==> config.mk <==
export PLATFORM = sky130hd
export DESIGN_NAME = i2s_core_master
export DESIGN_NICKNAME = d
export VERILOG_FILES = /design/src/rtl/i2s_pkg.sv /design/src/rtl/i2s_mclk_sync.sv /design/src/rtl/i2s_bclk_gen.sv /design/src/rtl/i2s_frame_fsm.sv /design/src/rtl/i2s_core_master.sv
export SDC_FILE = /design/constraint.sdc
export NUM_CORES = 1
export LEC_CHECK = 0
export BUFFER_PORTS_ARGS = -buffer_cell sky130_fd_sc_hd__buf_2
export CORE_MARGIN = 8
export CORE_UTILIZATION = 44
export CTS_CLUSTER_DIAMETER = 50
export DETAILED_ROUTE_END_ITERATION = 10
export PLACE_DENSITY = 0.69
export SLEW_MARGIN = 20
export SYNTH_ARGS = -nofsm -noshare
export SYNTH_HDL_FRONTEND = slang
export SYNTH_SLANG_ARGS = --single-unit
==> constraint.sdc <==
create_clock -name clk -period 2.75 [get_ports clk]
set_input_delay 0.1375 -clock clk [delete_from_list [all_inputs] [get_ports clk]]
set_output_delay 0.1375 -clock clk [all_outputs]
set_load 0.02 [all_outputs]
==> src/rtl/i2s_pkg.sv <==
package i2s_pkg;

    typedef enum logic [1:0] {
        ST_IDLE  = 2'd0,
        ST_LEFT  = 2'd1,
        ST_RIGHT = 2'd2
    } chan_state_e;

    typedef struct packed {
        logic rise;
        logic fall;
    } bclk_evt_t;

endpackage

==> src/rtl/i2s_mclk_sync.sv <==
module i2s_mclk_sync #(
    parameter int STAGES = 2
) (
    input  logic clk,
    input  logic rst_n,
    input  logic mclk_async,
    output logic mclk_rise
);
    logic [STAGES-1:0] sync_q;
    logic              last_q;

    always_ff @(posedge clk or negedge rst_n) begin
        if (!rst_n) begin
            sync_q <= '0;
            last_q <= 1'b0;
        end else begin
            sync_q <= {sync_q[STAGES-2:0], mclk_async};
            last_q <= sync_q[STAGES-1];
        end
    end

    assign mclk_rise = sync_q[STAGES-1] & ~last_q;

    // a detected edge cannot repeat on the following cycle
    p_single_edge_r2: assert property (@(posedge clk) disable iff (!rst_n)
        mclk_rise |=> !mclk_rise);

endmodule

==> src/rtl/i2s_bclk_gen.sv <==
module i2s_bclk_gen
    import i2s_pkg::*;
#(
    parameter bit RETIME = 1'b0
) (
    input  logic      clk,
    input  logic      rst_n,
    input  logic      mclk_async,
    input  logic      mclk_rise,
    output bclk_evt_t evt,
    output logic      bclk_pin
);
    logic bclk_q;

    always_ff @(posedge clk or negedge rst_n) begin
        if (!rst_n) bclk_q <= 1'b0;
        else if (mclk_rise) bclk_q <= ~bclk_q;
    end

    always_comb begin
        evt.rise = mclk_rise & ~bclk_q;
        evt.fall = mclk_rise &  bclk_q;
    end

    generate
        if (RETIME) begin : g_retime
            logic rt_q;
            always_ff @(posedge mclk_async or negedge rst_n) begin
                if (!rst_n) rt_q <= 1'b0;
                else        rt_q <= bclk_q;
            end
            assign bclk_pin = rt_q;
        end else begin : g_direct
            assign bclk_pin = bclk_q;
        end
    endgenerate

    p_toggle_on_edge_r2: assert property (@(posedge clk) disable iff (!rst_n)
        mclk_rise |=> (bclk_q != $past(bclk_q)));
    p_hold_between_r2: assert property (@(posedge clk) disable iff (!rst_n)
        !mclk_rise |=> $stable(bclk_q));

endmodule

==> src/rtl/i2s_frame_fsm.sv <==
module i2s_frame_fsm
    import i2s_pkg::*;
#(
    parameter int SAMPLE_W = 32
) (
    input  logic                clk,
    input  logic                rst_n,
    input  bclk_evt_t           evt,
    input  logic [SAMPLE_W-1:0] tx_left,
    input  logic [SAMPLE_W-1:0] tx_right,
    input  logic                adc_bit,
    output logic                lrclk,
    output logic                dac_bit,
    output logic                tx_load,
    output logic [SAMPLE_W-1:0] rx_left,
    output logic [SAMPLE_W-1:0] rx_right,
    output logic                rx_valid
);
    localparam int FRAME_W = 2 * SAMPLE_W;
    localparam int CNT_W   = $clog2(FRAME_W);
    localparam logic [CNT_W-1:0] LAST_SLOT  = CNT_W'(FRAME_W - 1);
    localparam logic [CNT_W-1:0] RIGHT_SLOT = CNT_W'(SAMPLE_W);
    localparam logic [CNT_W-1:0] MSB_SLOT   = CNT_W'(1);

    chan_state_e          state_q, state_d;
    logic [CNT_W-1:0]     slot_q, slot_nx;
    logic [FRAME_W-1:0]   tx_sh, rx_sh, rx_next;

    assign slot_nx = (slot_q == LAST_SLOT) ? '0 : slot_q + 1'b1;
    assign rx_next = {rx_sh[FRAME_W-2:0], adc_bit};

    // state register
    always_ff @(posedge clk or negedge rst_n) begin
        if (!rst_n) state_q <= ST_IDLE;
        else        state_q <= state_d;
    end

    // transitions
    always_comb begin
        state_d = state_q;
        unique case (state_q)
            ST_IDLE:  if (evt.fall) state_d = ST_LEFT;
            ST_LEFT:  if (evt.fall && slot_nx == RIGHT_SLOT) state_d = ST_RIGHT;
            ST_RIGHT: if (evt.fall && slot_nx == '0) state_d = ST_LEFT;
            default:  state_d = ST_IDLE;
        endcase
    end

    // slot counter, shifters and outputs
    always_ff @(posedge clk or negedge rst_n) begin
        if (!rst_n) begin
            slot_q   <= '0;
            tx_sh    <= '0;
            rx_sh    <= '0;
            rx_left  <= '0;
            rx_right <= '0;
            rx_valid <= 1'b0;
            tx_load  <= 1'b0;
        end else begin
            tx_load  <= 1'b0;
            rx_valid <= 1'b0;
            if (evt.fall) begin
                slot_q <= slot_nx;
                if (slot_nx == MSB_SLOT) begin
                    tx_sh   <= {tx_left, tx_right};
                    tx_load <= 1'b1;
                end else begin
                    tx_sh <= tx_sh << 1;
                end
            end
            if (evt.rise) begin
                rx_sh <= rx_next;
                if (slot_q == '0 && state_q == ST_LEFT) begin
                    rx_left  <= rx_next[FRAME_W-1:SAMPLE_W];
                    rx_right <= rx_next[SAMPLE_W-1:0];
                    rx_valid <= 1'b1;
                end
            end
        end
    end

    assign lrclk   = (state_q == ST_RIGHT);
    assign dac_bit = tx_sh[FRAME_W-1];

    p_lr_on_fall_r4: assert property (@(posedge clk) disable iff (!rst_n)
        !$stable(lrclk) |-> $past(evt.fall));
    p_dac_on_fall_r5: assert property (@(posedge clk) disable iff (!rst_n)
        !$stable(dac_bit) |-> $past(evt.fall));
    p_load_left_r6: assert property (@(posedge clk) disable iff (!rst_n)
        tx_load |-> (!lrclk && $past(evt.fall)));
    p_load_pulse_r6: assert property (@(posedge clk) disable iff (!rst_n)
        tx_load |=> !tx_load);
    p_valid_pulse_r8: assert property (@(posedge clk) disable iff (!rst_n)
        rx_valid |=> !rx_valid);
    p_valid_after_rise_r7: assert property (@(posedge clk) disable iff (!rst_n)
        rx_valid |-> $past(evt.rise));

endmodule

==> src/rtl/i2s_core_master.sv <==
module i2s_core_master
    import i2s_pkg::*;
#(
    parameter int SAMPLE_W    = 32,
    parameter int SYNC_STAGES = 2,
    parameter bit RETIME_BCLK = 1'b0
) (
    input  logic                clk,
    input  logic                rst_n,
    input  logic                mclk_i,
    input  logic                adc_i,
    input  logic [SAMPLE_W-1:0] tx_left_i,
    input  logic [SAMPLE_W-1:0] tx_right_i,
    output logic                bclk_o,
    output logic                lrclk_o,
    output logic                dac_o,
    output logic                tx_load_o,
    output logic [SAMPLE_W-1:0] rx_left_o,
    output logic [SAMPLE_W-1:0] rx_right_o,
    output logic                rx_valid_o
);
    logic      mclk_rise;
    bclk_evt_t bevt;

    i2s_mclk_sync #(.STAGES(SYNC_STAGES)) u_sync (
        .clk        (clk),
        .rst_n      (rst_n),
        .mclk_async (mclk_i),
        .mclk_rise  (mclk_rise)
    );

    i2s_bclk_gen #(.RETIME(RETIME_BCLK)) u_bclk (
        .clk        (clk),
        .rst_n      (rst_n),
        .mclk_async (mclk_i),
        .mclk_rise  (mclk_rise),
        .evt        (bevt),
        .bclk_pin   (bclk_o)
    );

    i2s_frame_fsm #(.SAMPLE_W(SAMPLE_W)) u_frame (
        .clk      (clk),
        .rst_n    (rst_n),
        .evt      (bevt),
        .tx_left  (tx_left_i),
        .tx_right (tx_right_i),
        .adc_bit  (adc_i),
        .lrclk    (lrclk_o),
        .dac_bit  (dac_o),
        .tx_load  (tx_load_o),
        .rx_left  (rx_left_o),
        .rx_right (rx_right_o),
        .rx_valid (rx_valid_o)
    );

    p_edges_exclusive_r3: assert property (@(posedge clk) disable iff (!rst_n)
        !(bevt.rise && bevt.fall));

endmodule

Word level (Yosys, flattened, before mapping):

Index checks and enable logic that the tools add are counted.
Widths: inputs -> output; s select.

* bits in registers: 205

* $add $sub $neg: 1
* equal/unequal tests: 8
* muxes and demuxes: 10
* bitwise operators: 5
* reduce and logical (&&, ||, !) cells: 8

Operators with widths (number)
* $mux 64: 1
* $eq 6x6->1 const B: 2
* $logic_not 6->1: 2
* $add 6x1->6 const B: 1
* $eq 6x1->1 const B: 1
* $mux 2: 3
* $mux 6: 1
* $ne 2x1->1 const B: 3
* $pmux 2 s3: 1
* $mux 1: 4
* $and 1x1->1: 3
* $logic_and 1x1->1: 3
* $reduce_and 3->1: 1
* $eq 2x1->1 const B: 1
* $eq 2x2->1 const B: 1
* $logic_not 2->1: 1
* $not 1->1: 2
* $reduce_and 2->1: 1

Logic depth before layout (Yosys ltp):

* word-level depth: 6
* mapped depth: 8
* gate-level depth less buffers: 6

By module:

From an unflattened synthesis, not the netlist that was laid out.

* cells, all modules: 561
* area total of the unflattened synthesis: 8410.6 um^2

Modules (own cells, without submodules)
* i2s_frame_fsm: instances 1, cells an instance 553, area an instance 8271.7 um^2, seq. area each 5029.8 um^2
* i2s_mclk_sync: instances 1, cells an instance 4, area an instance 88.8 um^2, seq. area each 75.1 um^2
* i2s_bclk_gen: instances 1, cells an instance 4, area an instance 50.0 um^2, seq. area each 25.0 um^2

Least setup slack after synthesis:

Ideal clock, no wire load.

* path type: register to register
* from: register u_frame.slot_q[0]
* to: register u_frame.tx_sh[33]
* arrival: 1646 ps
* data required time: 2677 ps
* path slack: 1031 ps
* cell stages (with the launch flop): 9
* path buffers: 2
* clock period less this slack: 1719 ps
* path through: dfrtp_1 > ha_1 > or2_2 > o21ai_2 > a22o_4 > buf_12 > buf_8 > a21oi_2 > a21oi_2

* longest elaborated chain between the ends: 4

Ends and longest elaborated chain
* start: declaration: line i2s_frame_fsm.sv:26 `logic [CNT_W-1:0] slot_q, slot_nx;`
* start signal: assignment: line i2s_frame_fsm.sv:63 `slot_q <= slot_nx;`
* $add 6x1->6 / $eq 6x6->1 (equally long branches): line i2s_frame_fsm.sv:29 `assign slot_nx = (slot_q == LAST_SLOT) ? '0 : slot_q + 1'b1;`
* $mux 6 *: line i2s_frame_fsm.sv:29
* $eq 6x1->1 *: line i2s_frame_fsm.sv:64 `if (slot_nx == MSB_SLOT) begin`
* $mux 64 *: line i2s_frame_fsm.sv:64
* end signal: assignment: line i2s_frame_fsm.sv:65 `tx_sh <= {tx_left, tx_right};`
* end signal: assignment: line i2s_frame_fsm.sv:68 `tx_sh <= tx_sh << 1;`
* end: declaration: line i2s_frame_fsm.sv:27 `logic [FRAME_W-1:0] tx_sh, rx_sh, rx_next;`

Every way passes the cells marked *; elsewhere a longest branch is shown, timed or not.
A chain may end at the register's enable or synchronous reset.

Worst setup path in the final report:

* from: register u_frame.slot_q[0]
* to: register u_frame.tx_sh[15]

Same word-level chain as after synthesis.

==> metrics.cfg <==
[pwr]
ir_worst_vdd_mv=0.474
power.internal_mw=6.69
pwr-share-comb_pct=25.7
power_density_nw_per_um2=897
pwr-share-seq_pct=40.4
p_leak_nw=5.68
p_switching_mw=3.18
netSwitchingFraction_pct=32.2
power.share.clock_pct=33.9

[grt]
antenna_found_initial=3
overflow=0
grt_start_max_net_pins=91
grt_pass1_wl_um=32600
gr-usage-all-layers_pct=16.2
grt_pass1_vias=6640

[timing]
fin_tns_setup_ps=0
fmax_mhz=488
rsz0062_at_grt=no
period_needed_ps=2050
layout_setup_ws_ps=701
slew_headroom_pct=49.9
setup_viol=0
tightest_slew_ps=751
period_share_pct=74.5
skew_ps=14.3
maxSlewViolCount=0
report.final.hold_viol_count=0

[final_layout]
final_common_cell=nand2_1
drive_gt1_share_pct=29.2
area_delta_synth_final_pct=29.0
design_area_um2=11000
num-nets-final=1092
layout.cells.most_common_list=264 x nand2_1, 205 x dfrtp_1, 135 x buf_2
post-route-util_pct=57.1
fin_cells=1304

[routing]
wl_per_cell_um=14.9
firstDrtPassIters=4
drt-initial-drc-count=352
ant_nets=0
vias=6383
drc=0
wl_um=19500
viasPerCell=4.89

[logic_synthesis]
synth_nets=897
avgSynthCellArea_um2=10.3
ys_top_cells_by_area=dfrtp_1 60%, nand2_1 12%, mux2_2 8.3%
synth_seq_cells=205
synth_top_area_cell=dfrtp_1
seq_area_frac_synth_pct=60.2
synth-edff-count=0
synth_area_um2=8530
async_flop_share_pct=100
ys.flop_type=dfrtp_1
synth_top_area_share_pct=60.2
synthCells=825
synth-warning-count=0
ys_types=39

[die]
dieWidth_um=155
initial_core_util_pct=44.2
coreArea_um2=19300
die_h_um=155
die-area_um2=24100
ios=137
rows=51

[setup_path]
crit_type=reg2reg
critPathMaxFanout=19
start_kind=flop
r2r_cells=7
worst_setup_path_end_kind=flop
crit_required_ps=3170
critical_path_arrival_ps=2470

[run_status]
status=complete, no violations

[clock_tree]
cts_num_sinks=205
cts_buffers=25
cts_buffer_depth=3
clk_pin_slew_worst_paths_ps=60
cts_tree=yes
htreeDepth=1
clockRootBuffer=clkbuf_16
postCtsSetupRepairBufs=0
clkLatencyLatePin_ps=500

[placed_design]
gp_congestion=0.775
portBuffers=136
pre_cts_slack_ps=715
dpl.hpwl_um=11600
placed_cell_area_um2=9470
dp_cells=1191

[worst_hold_path]
hold_path_class=in2async

[flow_run]
maxCapViolCount=0

-- registers in the layout, indices dropped and copies added (netlist names) --
| signal | cells |
|---|---|
| u_frame.tx_sh | 64 |
| u_frame.rx_sh | 63 |
| u_frame.rx_left | 32 |
| u_frame.rx_right | 32 |
| u_frame.slot_q | 6 |
| u_frame.state_q | 2 |
| u_sync.sync_q | 2 |
| u_bclk.bclk_pin | 1 |
| u_frame.rx_valid | 1 |
| u_frame.tx_load | 1 |
| u_sync.last_q | 1 |
-- power groups by stage --
stage,registers (mW),clock network [mW],logic [mW]
floorplan,4.03,0,1.96
global placement,4.01,0,2.42
detailed placement,4.03,0,2.48
CTS,3.98,3.44,2.56
global route,4.07,3.53,2.87
finish,3.99,3.34,2.54
-- through the flow --
stage	hold slack [ps]	power [mW]
floorplan	-158	5.99
global placement	246	6.43
detailed placement	248	6.51
CTS	256	9.98
global route	264	10.5
finish	264	9.87
-- Yosys cell counts (all sizes together), types with 3 or more instances --
| master | instances |
|---|---|
| a21oi | 126 |
| and3 | 3 |
| buf | 33 |
| clkbuf | 18 |
| dfrtp | 205 |
| ha | 4 |
| inv | 3 |
| mux2 | 63 |
| nand2 | 264 |
| nand3 | 3 |
| nor2 | 68 |
| o21ai | 11 |
| xnor2 | 3 |
-- critical path, cell delays in order (launching register included) --
cell     delay, ps
dfrtp_1        420
ha_1           280
or2_2          310
o21ai_2        100
a22o_4         330
buf_4          260
a21oi_1         90
a21oi_1        160
-- repair_timing --
action / CTS / global route
hold endpoints to repair: 151 / 0
resized for setup: 0 / 0
hold buffers: 67 / 0
-- area by class of cell --
type	instances	area, um2
diodes	4	10.0
clock buffers	32	702
clock inverters	10	151
fillers	1665	8270
inverters	3	11.3
multi-input cells	566	3080
flip-flops and latches	205	5130
well taps	265	332
repair buffers	219	1580
-- logic make-up (layout without fill, tap and decap cells) --
logic type / after synthesis / in the layout / share of synthesized area [%]
other: 0 / 4 / 0
AO/OA/AOI/OAI: 144 / 144 / 10.5
buffers and inverters: 54 / 264 / 3.90
adder cells (fa/ha/maj): 4 / 4 / 0.587
XOR/XNOR: 4 / 4 / 0.411
AND/OR/NAND/NOR: 351 / 351 / 16.1
flip-flops: 205 / 205 / 60.2
multiplexers: 63 / 63 / 8.32
-- final timing paths --
kind | start | to | slack, ps
max | u_frame.slot_q[0] | u_frame.tx_sh[15] | 700
min | rst_n | u_frame.rx_right[21] | 260
max reg2reg | u_frame.slot_q[0] | u_frame.tx_sh[15] | 700
min reg2reg | u_sync.sync_q[0] | u_sync.sync_q[1] | 350
max in group asynchronous | rst_n | u_frame.tx_sh[48] | 1690
min in group clk | mclk_i | u_sync.sync_q[0] | 280
-- metal layers --
metal  vias up  track usage (%)  wire (um)
met5         -                0          0
met1      3093             20.0       8360
met2       146             27.0       9480
li1       3089                -          -
met4         0             7.49        701
met3        55             3.33        923
Note: power is estimated with default switching activity, not from simulation.
